==> config.mk <==
export PLATFORM = sky130hd
export DESIGN_NAME = mcr_guard
export DESIGN_NICKNAME = d
export VERILOG_FILES = /design/src/rtl/mcr_pkg.sv /design/src/rtl/mcr_store.sv /design/src/rtl/mcr_fault_eval.sv /design/src/rtl/mcr_mode_gate.sv /design/src/rtl/mcr_guard.sv
export SDC_FILE = /design/constraint.sdc
export NUM_CORES = 1
export LEC_CHECK = 0
export BUFFER_PORTS_ARGS = -buffer_cell sky130_fd_sc_hd__buf_4
export CAP_MARGIN = 10
export CORE_MARGIN = 2
export CORE_UTILIZATION = 32
export CTS_CLUSTER_DIAMETER = 80
export DETAILED_ROUTE_END_ITERATION = 12
export HOLD_SLACK_MARGIN = 0.1
export PLACE_DENSITY = 0.86
export SETUP_SLACK_MARGIN = 0.4
export SLEW_MARGIN = 20
export SYNTH_ARGS = -nofsm -noshare
export SYNTH_HDL_FRONTEND = slang
export SYNTH_SLANG_ARGS = --single-unit
==> constraint.sdc <==
create_clock -name clk -period 2.3 [get_ports clk]
set_input_delay 0.23 -clock clk [delete_from_list [all_inputs] [get_ports clk]]
set_output_delay 0.23 -clock clk [all_outputs]
set_load 0.01 [all_outputs]
==> src/rtl/mcr_pkg.sv <==
// Package: bit positions, masks and reset value of the machine-control word.
// Assumes a 32-bit word; all other modules take their layout from here.
package mcr_pkg;
    localparam int REG_W  = 32;
    localparam int CPL_W  = 2;

    localparam int BIT_PE = 0;
    localparam int BIT_MP = 1;
    localparam int BIT_EM = 2;
    localparam int BIT_TS = 3;
    localparam int BIT_ONE = 4;
    localparam int BIT_WP = 16;
    localparam int BIT_AM = 18;
    localparam int BIT_CD = 30;
    localparam int BIT_PG = 31;

    localparam logic [REG_W-1:0] WRITE_MASK =
        (REG_W'(1) << BIT_PE) | (REG_W'(1) << BIT_MP) |
        (REG_W'(1) << BIT_EM) | (REG_W'(1) << BIT_TS) |
        (REG_W'(1) << BIT_WP) | (REG_W'(1) << BIT_AM) |
        (REG_W'(1) << BIT_CD) | (REG_W'(1) << BIT_PG);
    localparam logic [REG_W-1:0] FIXED_ONES = REG_W'(1) << BIT_ONE;
    localparam logic [REG_W-1:0] RESET_VAL  = FIXED_ONES;
    localparam logic [CPL_W-1:0] USER_LVL   = {CPL_W{1'b1}};
endpackage

==> src/rtl/mcr_store.sv <==
// mcr_store: holds the control word. Software writes land through the
// writable mask. Fixed bits are forced. A task switch sets TS with priority.
// Assumes synchronous active-low reset.
module mcr_store
    import mcr_pkg::*;
(
    input  logic             clk,
    input  logic             rst_n,
    input  logic             wr_en,
    input  logic [REG_W-1:0] wr_data,
    input  logic             ts_set,
    output logic [REG_W-1:0] q
);
    logic [REG_W-1:0] nxt;

    // Next value: masked write, then hardware TS set on top.
    always_comb begin
        nxt = q;
        if (wr_en) nxt = (wr_data & WRITE_MASK) | FIXED_ONES;
        if (ts_set) nxt[BIT_TS] = 1'b1;
    end

    // State register with synchronous reset.
    always_ff @(posedge clk) begin
        if (!rst_n) q <= RESET_VAL;
        else        q <= nxt;
    end

    AST_FIXED_BITS: assert property (@(posedge clk) disable iff (!rst_n)
        (q & ~WRITE_MASK) == FIXED_ONES);
    AST_TS_SET: assert property (@(posedge clk) disable iff (!rst_n)
        ts_set |=> q[BIT_TS]);
    AST_WRITE_LANDS: assert property (@(posedge clk) disable iff (!rst_n)
        (wr_en && !ts_set) |=> (q == (($past(wr_data) & WRITE_MASK) | FIXED_ONES)));
endmodule

==> src/rtl/mcr_fault_eval.sv <==
// mcr_fault_eval: combinational fault qualification from the register bits
// and per-access qualifiers. Assumes qualifiers are valid in the same cycle.
module mcr_fault_eval
    import mcr_pkg::*;
(
    input  logic             clk,
    input  logic             rst_n,
    input  logic             mp,
    input  logic             em,
    input  logic             ts,
    input  logic             wp,
    input  logic             am,
    input  logic             fp_op,
    input  logic             wait_op,
    input  logic             ro_write,
    input  logic [CPL_W-1:0] cpl,
    input  logic             flag_ac,
    input  logic             misaligned,
    output logic             dna_fault,
    output logic             wp_fault,
    output logic             align_fault
);
    logic user_lvl;

    // Fault equations.
    always_comb begin
        user_lvl    = (cpl == USER_LVL);
        dna_fault   = (fp_op && (em || ts)) || (wait_op && mp && ts);
        wp_fault    = ro_write && (wp || user_lvl);
        align_fault = am && flag_ac && misaligned && user_lvl;
    end

    AST_EM_FP_FAULT: assert property (@(posedge clk) disable iff (!rst_n)
        (fp_op && em) |-> dna_fault);
    AST_WAIT_NEEDS_MP: assert property (@(posedge clk) disable iff (!rst_n)
        (wait_op && !fp_op && dna_fault) |-> (mp && ts));
    AST_ALIGN_USER: assert property (@(posedge clk) disable iff (!rst_n)
        align_fault |-> (cpl == USER_LVL));
endmodule

==> src/rtl/mcr_mode_gate.sv <==
// mcr_mode_gate: effective mode enables and cache fill gating.
// Assumes line_hit is meaningful only while fill_req is high.
module mcr_mode_gate (
    input  logic clk,
    input  logic rst_n,
    input  logic pe,
    input  logic pg,
    input  logic cd,
    input  logic fill_req,
    input  logic line_hit,
    output logic prot_en,
    output logic paging_en,
    output logic fill_grant,
    output logic hit_serve
);
    // Mode and cache gating.
    always_comb begin
        prot_en    = pe;
        paging_en  = pg && pe;
        fill_grant = fill_req && !line_hit && !cd;
        hit_serve  = fill_req && line_hit;
    end

    AST_PG_NEEDS_PE: assert property (@(posedge clk) disable iff (!rst_n)
        paging_en |-> prot_en);
    AST_CD_BLOCKS_FILL: assert property (@(posedge clk) disable iff (!rst_n)
        cd |-> !fill_grant);
endmodule

==> src/rtl/mcr_guard.sv <==
// mcr_guard: top of the machine-control register block. Ties the storage,
// fault qualification and mode gating together. rd_data is the raw register.
module mcr_guard
    import mcr_pkg::*;
(
    input  logic             clk,
    input  logic             rst_n,
    input  logic             wr_en,
    input  logic [REG_W-1:0] wr_data,
    output logic [REG_W-1:0] rd_data,
    input  logic             task_switch,
    input  logic             fp_op,
    input  logic             wait_op,
    input  logic             ro_write,
    input  logic [CPL_W-1:0] cpl,
    input  logic             flag_ac,
    input  logic             misaligned,
    input  logic             fill_req,
    input  logic             line_hit,
    output logic             dna_fault,
    output logic             wp_fault,
    output logic             align_fault,
    output logic             fill_grant,
    output logic             hit_serve,
    output logic             prot_en,
    output logic             paging_en
);
    logic [REG_W-1:0] word;

    mcr_store u_store (
        .clk(clk), .rst_n(rst_n), .wr_en(wr_en), .wr_data(wr_data),
        .ts_set(task_switch), .q(word)
    );

    mcr_fault_eval u_fault (
        .clk(clk), .rst_n(rst_n),
        .mp(word[BIT_MP]), .em(word[BIT_EM]), .ts(word[BIT_TS]),
        .wp(word[BIT_WP]), .am(word[BIT_AM]),
        .fp_op(fp_op), .wait_op(wait_op), .ro_write(ro_write), .cpl(cpl),
        .flag_ac(flag_ac), .misaligned(misaligned),
        .dna_fault(dna_fault), .wp_fault(wp_fault), .align_fault(align_fault)
    );

    mcr_mode_gate u_mode (
        .clk(clk), .rst_n(rst_n),
        .pe(word[BIT_PE]), .pg(word[BIT_PG]), .cd(word[BIT_CD]),
        .fill_req(fill_req), .line_hit(line_hit),
        .prot_en(prot_en), .paging_en(paging_en),
        .fill_grant(fill_grant), .hit_serve(hit_serve)
    );

    // Read port shows the register directly.
    always_comb rd_data = word;

    AST_RESET_VALUE: assert property (@(posedge clk)
        $past(!rst_n) && rst_n |-> rd_data == RESET_VAL);
endmodule

**Word-level counts from Yosys, hierarchy flattened**

Cells that the tools add are included.

- Register bits after elaboration: 8
- Bits in latches: 0
- Output and inout bits: 39
- Word-level logic and storage cells: 22
- ROM bits: 0
- Memories: 0
- Memory bits (writable): 0
- Bits of input ports: 45

- Bitwise operators: 0
- Order comparisons: 0
- Eq/ne operators: 1
- Multiplexer cells: 2
- $mul: 0
- Divide/modulo/power cells: 0
- Reductions and logical operators: 17
- Shift operators: 0
- $add $sub $neg: 0

Operator list:

| cell | number |
|---|---|
| $logic_and A1 B1 Y1 | 11 |
| $mux W4 | 1 |
| $logic_or A1 B1 Y1 | 3 |
| $eq A2 B2 Y1 const B | 1 |
| $logic_not A1 Y1 | 2 |
| $reduce_bool A2 Y1 | 1 |
| $mux W1 | 1 |

**Longest topological paths before layout**

- Depth in word-level cells: 3
- Gate-level depth with buffers: 3
- Depth with buffers taken out: 2

**By module**

From an unflattened synthesis, not the netlist that was laid out.

- Cell total of the unflattened synthesis: 63
- Area, all modules: 565.5 sq um

By module, submodules not included:

| module | sequential area each (sq um) | instances | cells an instance | area an instance (sq um) |
|---|---|---|---|---|
| mcr_store | 160.2 | 1 | 51 | 495.5 |
| mcr_fault_eval | 0.0 | 1 | 8 | 37.5 |
| mcr_mode_gate | 0.0 | 1 | 4 | 32.5 |

**Least setup slack after synthesis**

No wires, ideal clock.

- Path type: in2reg
- Start point: input port wr_en
- End point: register u_store.q[3]
- Stages: 3
- Library setup time: 0.115 ns
- Required time: 2.185 ns
- Path buffers: 1
- Data arrival time: 0.797 ns
- Setup slack: 1.389 ns
- Path through: buf_6 -> mux2_4 -> o21a_1

- Longest elaborated chain between the ends: 1

Ends and longest elaborated chain:

| item | RTL line | source |
|---|---|---|
| start: declaration | mcr_guard.sv:8 | `input logic wr_en,` |
| $reduce_bool A2 Y1 (no line) | - |  |
| end signal: assignment | mcr_store.sv:26 | `else q <= nxt;` |
| end: declaration | mcr_store.sv:12 | `output logic [REG_W-1:0] q` |

No other way between the ends.
A chain may end at the register's enable or synchronous reset.

**Final worst setup path**

- Start point: register u_store.q[2]
- End point: output port dna_fault

- Longest elaborated chain between the ends: 3

Ends and longest elaborated chain:

| item | RTL line | source |
|---|---|---|
| $logic_or A1 B1 Y1 | mcr_fault_eval.sv:28 | `dna_fault = (fp_op && (em \|\| ts)) \|\| (wait_op && mp && ts);` |
| $logic_and A1 B1 Y1 | mcr_fault_eval.sv:28 |  |
| $logic_or A1 B1 Y1 | mcr_fault_eval.sv:28 |  |
| end: declaration | mcr_guard.sv:20 | `output logic dna_fault,` |

No other way between the ends.

==> key figures <==
Setup path
  – Critical path start-end classification: register to output port
  – Reg2reg start: u_store.q[3]
  – Register-to-register setup slack: 1.45 ns
  – Setup crit end kind: output port
  – Setup crit start kind: register
  – End of the worst register-to-register path: u_store.q[3]
  – Data required time at the worst endpoint: just over 2 ns
  – Crit path arrival time: 0.91 ns
  – Worst reg2reg path depth: 2
  – Critical-path maximum fanout: 3

Pwr
  – Portion of total power attributed to the clock network: 30.5%
  – LEAKAGE: 0.4156 nW
  – Proportion of power drawn by combinational gates: 27.4%
  – PwrDens: 480.3 nW/µm²
  – Fraction of power spent switching nets: approximately 29%
  – Internal power: ~260 µW
  – IR drop worst, VDD: approximately 0.26 mV
  – Proportion of power drawn by flip-flops and latches: 42.1%
  – Net Switching: about 100 µW

Floorplan
  – Number of core rows: 15
  – Boundary Pins: 84
  – Initial core utilization: 34.75%
  – Floorplan Core Area: around 1800 µm²
  – Die Outline Area: approximately 2300 µm²
  – Vertical die dimension: 47.77 µm
  – Chip width: 47.77 µm

Placement
  – Cell count after placement: 119
  – Count of input and output buffers: 35
  – Detailed placer's ending HPWL: about 900 µm
  – Placer Congestion: 0.6942

Clocking
  – Later-pin clock latency in the skew report: 0.25 ns
  – Maximum number of buffers from clock root to sink: 2
  – Number of buffers added for setup after CTS: 0
  – Clock H-tree levels: 1
  – Clock-pin transition on the worst setup and hold timing paths: 0.06 ns
  – Number of clock buffers inserted by TritonCTS: 3
  – Root Buffer: clkbuf_4
  – Number of buffers added to fix hold violations after cts: 0
  – CTS tree: yes
  – Total of cells resized after clock tree synthesis: 0
  – Clock net sink count: 8

Detailed routing
  – 1st-pass router iterations: 2
  – Vias: 450
  – DRC violations left: 0
  – Initial detailed-routing violation count: 4
  – Via-to-Cell Ratio: about 3.7
  – Total Wirelength: 1046 µm
  – Number of nets with antenna violations after detailed routing: 0
  – Average routed wire per standard cell: 8.574 µm

STA
  – Worst-case hold slack: approximately 0.19 ns
  – Period utilization: 49.47%
  – Final number of hold-violating endpoints: 0
  – Setup TNS: 0 ns
  – Setup repair after global routing missed its margin: false
  – Minimum clock period after layout: 1.138 ns
  – Final Slew Violations: 0
  – # setup viols final: 0
  – Maximum clock frequency: 0.8789 GHz
  – Clock Skew: 0 ns

Final layout
  – Count of inserted antenna diode cells: 0
  – Final Net Count: 144
  – Flip-flop count of the largest register, all copies and words added: 8
  – Fraction of final layout cells with drive strength greater than 1: 40.21%
  – Non-filler cells, final: between 100 and 150
  – Fill cell total of the finished layout: 184
  – Largest registers: u_store.q (8)
  – Register bank with the most flops: u_store.q
  – Area growth from synthesis to layout: 24.08%

Synthesis
  – Synth Flop Type: dfxtp_1
  – Number of flops mapped to enable cells by yosys: 0
  – Portion of synthesized cell area occupied by the leading cell type: 39.18%
  – Mean Syn Cell Area: 8.758 µm²
  – Ys Warns: 0
  – Synthesized flop and latch total: 8
  – Mapped Area: 613.1 µm²
  – Ranking of synthesized cells by area: buf_4, dfxtp_1, mux2i_1
  – Number of standard cells after synthesis: 70
  – Sequential share of the synthesized area: 26.12%
  – Synth area leader: buf_4
  – Number of unique standard cell types used by synthesis: 14
  – Asr flop ratio synth: 0%

GRT
  – Total gr overflow: 0
  – Vias in the first global route: 401
  – Number of antenna violations at the first check in global routing: 0
  – Pin count of the biggest net entering global routing: 9
  – All-layer global routing usage: around a tenth
  – Routing usage on met3: 3.019%
  – Global routing's busiest layer: met2
  – First-pass GRT wire length: 1628 µm
  – Met2 Resource Use GR: ~17%
  – Global-route met1 utilization: a little under an eighth

Flow run
  – Max-Cap Viols: 0

Min path
  – Hold-critical path endpoint: u_store.q[3]
  – Worst min path class: input pin to register
  – Min-delay src: task_switch
  – Hold path cells: 2

Run status
  – Outcome: completed
==> layout by cell type, fill, tap and decap left out <==
cell,n
buf_4,35
conb_1,24
nor2b_1,8
dfxtp_1,8
mux2i_1,7
a21oi_1,3
clkbuf_4,3
nor2_1,2
and2_1,2
nand2_1,1
nand3_1,1
nor3b_1,1
mux2_4,1
o21a_1,1
==> Yosys cell counts, types with 2 or more instances <==
library cell	count
and2_1	2
dfxtp_1	8
conb_1	2
mux2i_1	7
a21oi_1	3
buf_4	32
nor2b_1	8
nor2_1	2
==> worst max path at each step <==
stage,from,to,slack [ns],cells after the start
after CTS,u_store.q[30],fill_grant,1.15,2
after global routing,u_store.q[16],wp_fault,1.09,3
after floorplan,wr_en,u_store.q[3],1.39,3
after global placement,wr_en,u_store.q[3],1.31,3
final,u_store.q[2],dna_fault,1.16,3
after detailed placement,wr_en,u_store.q[3],1.32,3
==> per-layer routing <==
metal	vias up	wire (µm)	share of wire, %
met1	190	391	37
met3	2	110	11
met4	0	17	1.6
li1	220	-	-
met5	-	0	0
met2	38	527	50
==> worst max-delay path, stage by stage (launching register included) <==
cell and delay (ns):
dfxtp_1 0.32, a21oi_1 0.14, nor2_1 0.05, buf_4 0.14
==> power groups by stage <==
| stage | sequential, mW | clock (mW) | combinational (mW) |
|---|---|---|---|
| after floorplan | 0.156 | 0 | 0.0917 |
| after CTS | 0.154 | 0.114 | 0.101 |
| after detailed placement | 0.157 | 0 | 0.101 |
| final | 0.154 | 0.111 | 0.100 |
| after global placement | 0.157 | 0 | 0.0980 |
| after global routing | 0.155 | 0.118 | 0.113 |
==> cell type report <==
| type | count | area (µm²) | area share, % |
|---|---|---|---|
| Timing Repair Buffer | 35 | 262.8 | 34.54 |
| Sequential cell | 8 | 160.2 | 21.05 |
| Clock buffer | 3 | 22.52 | 2.961 |
| Multi-Input combinational cell | 51 | 284.0 | 37.34 |
| Tap cell | 25 | 31.28 | 4.112 |
==> stage by stage <==
step | setup WS, ns | util (%) | instance area, µm² | total power, mW
2_1_floorplan | 1.389 | - | 695.7 | 0.2474
3_3_place_gp | 1.312 | 41.84 | 738.2 | 0.2550
3_5_place_dp | 1.317 | 41.84 | 738.2 | 0.2573
4_1_cts | 1.149 | 43.12 | 760.7 | 0.3687
5_1_grt | 1.093 | 43.12 | 760.7 | 0.3859
6_report | 1.162 | 43.12 | 760.7 | 0.3654
==> cell families after synthesis <==
logic type | share of synthesized area (%)
and+or+nand+nor | 14.08
AOI/OAI and AO/OA | 3.673
other | 1.225
buffers and inverters | 41.02
DFF | 26.12
muxes | 13.88
Power figures use the tool's default switching activity.
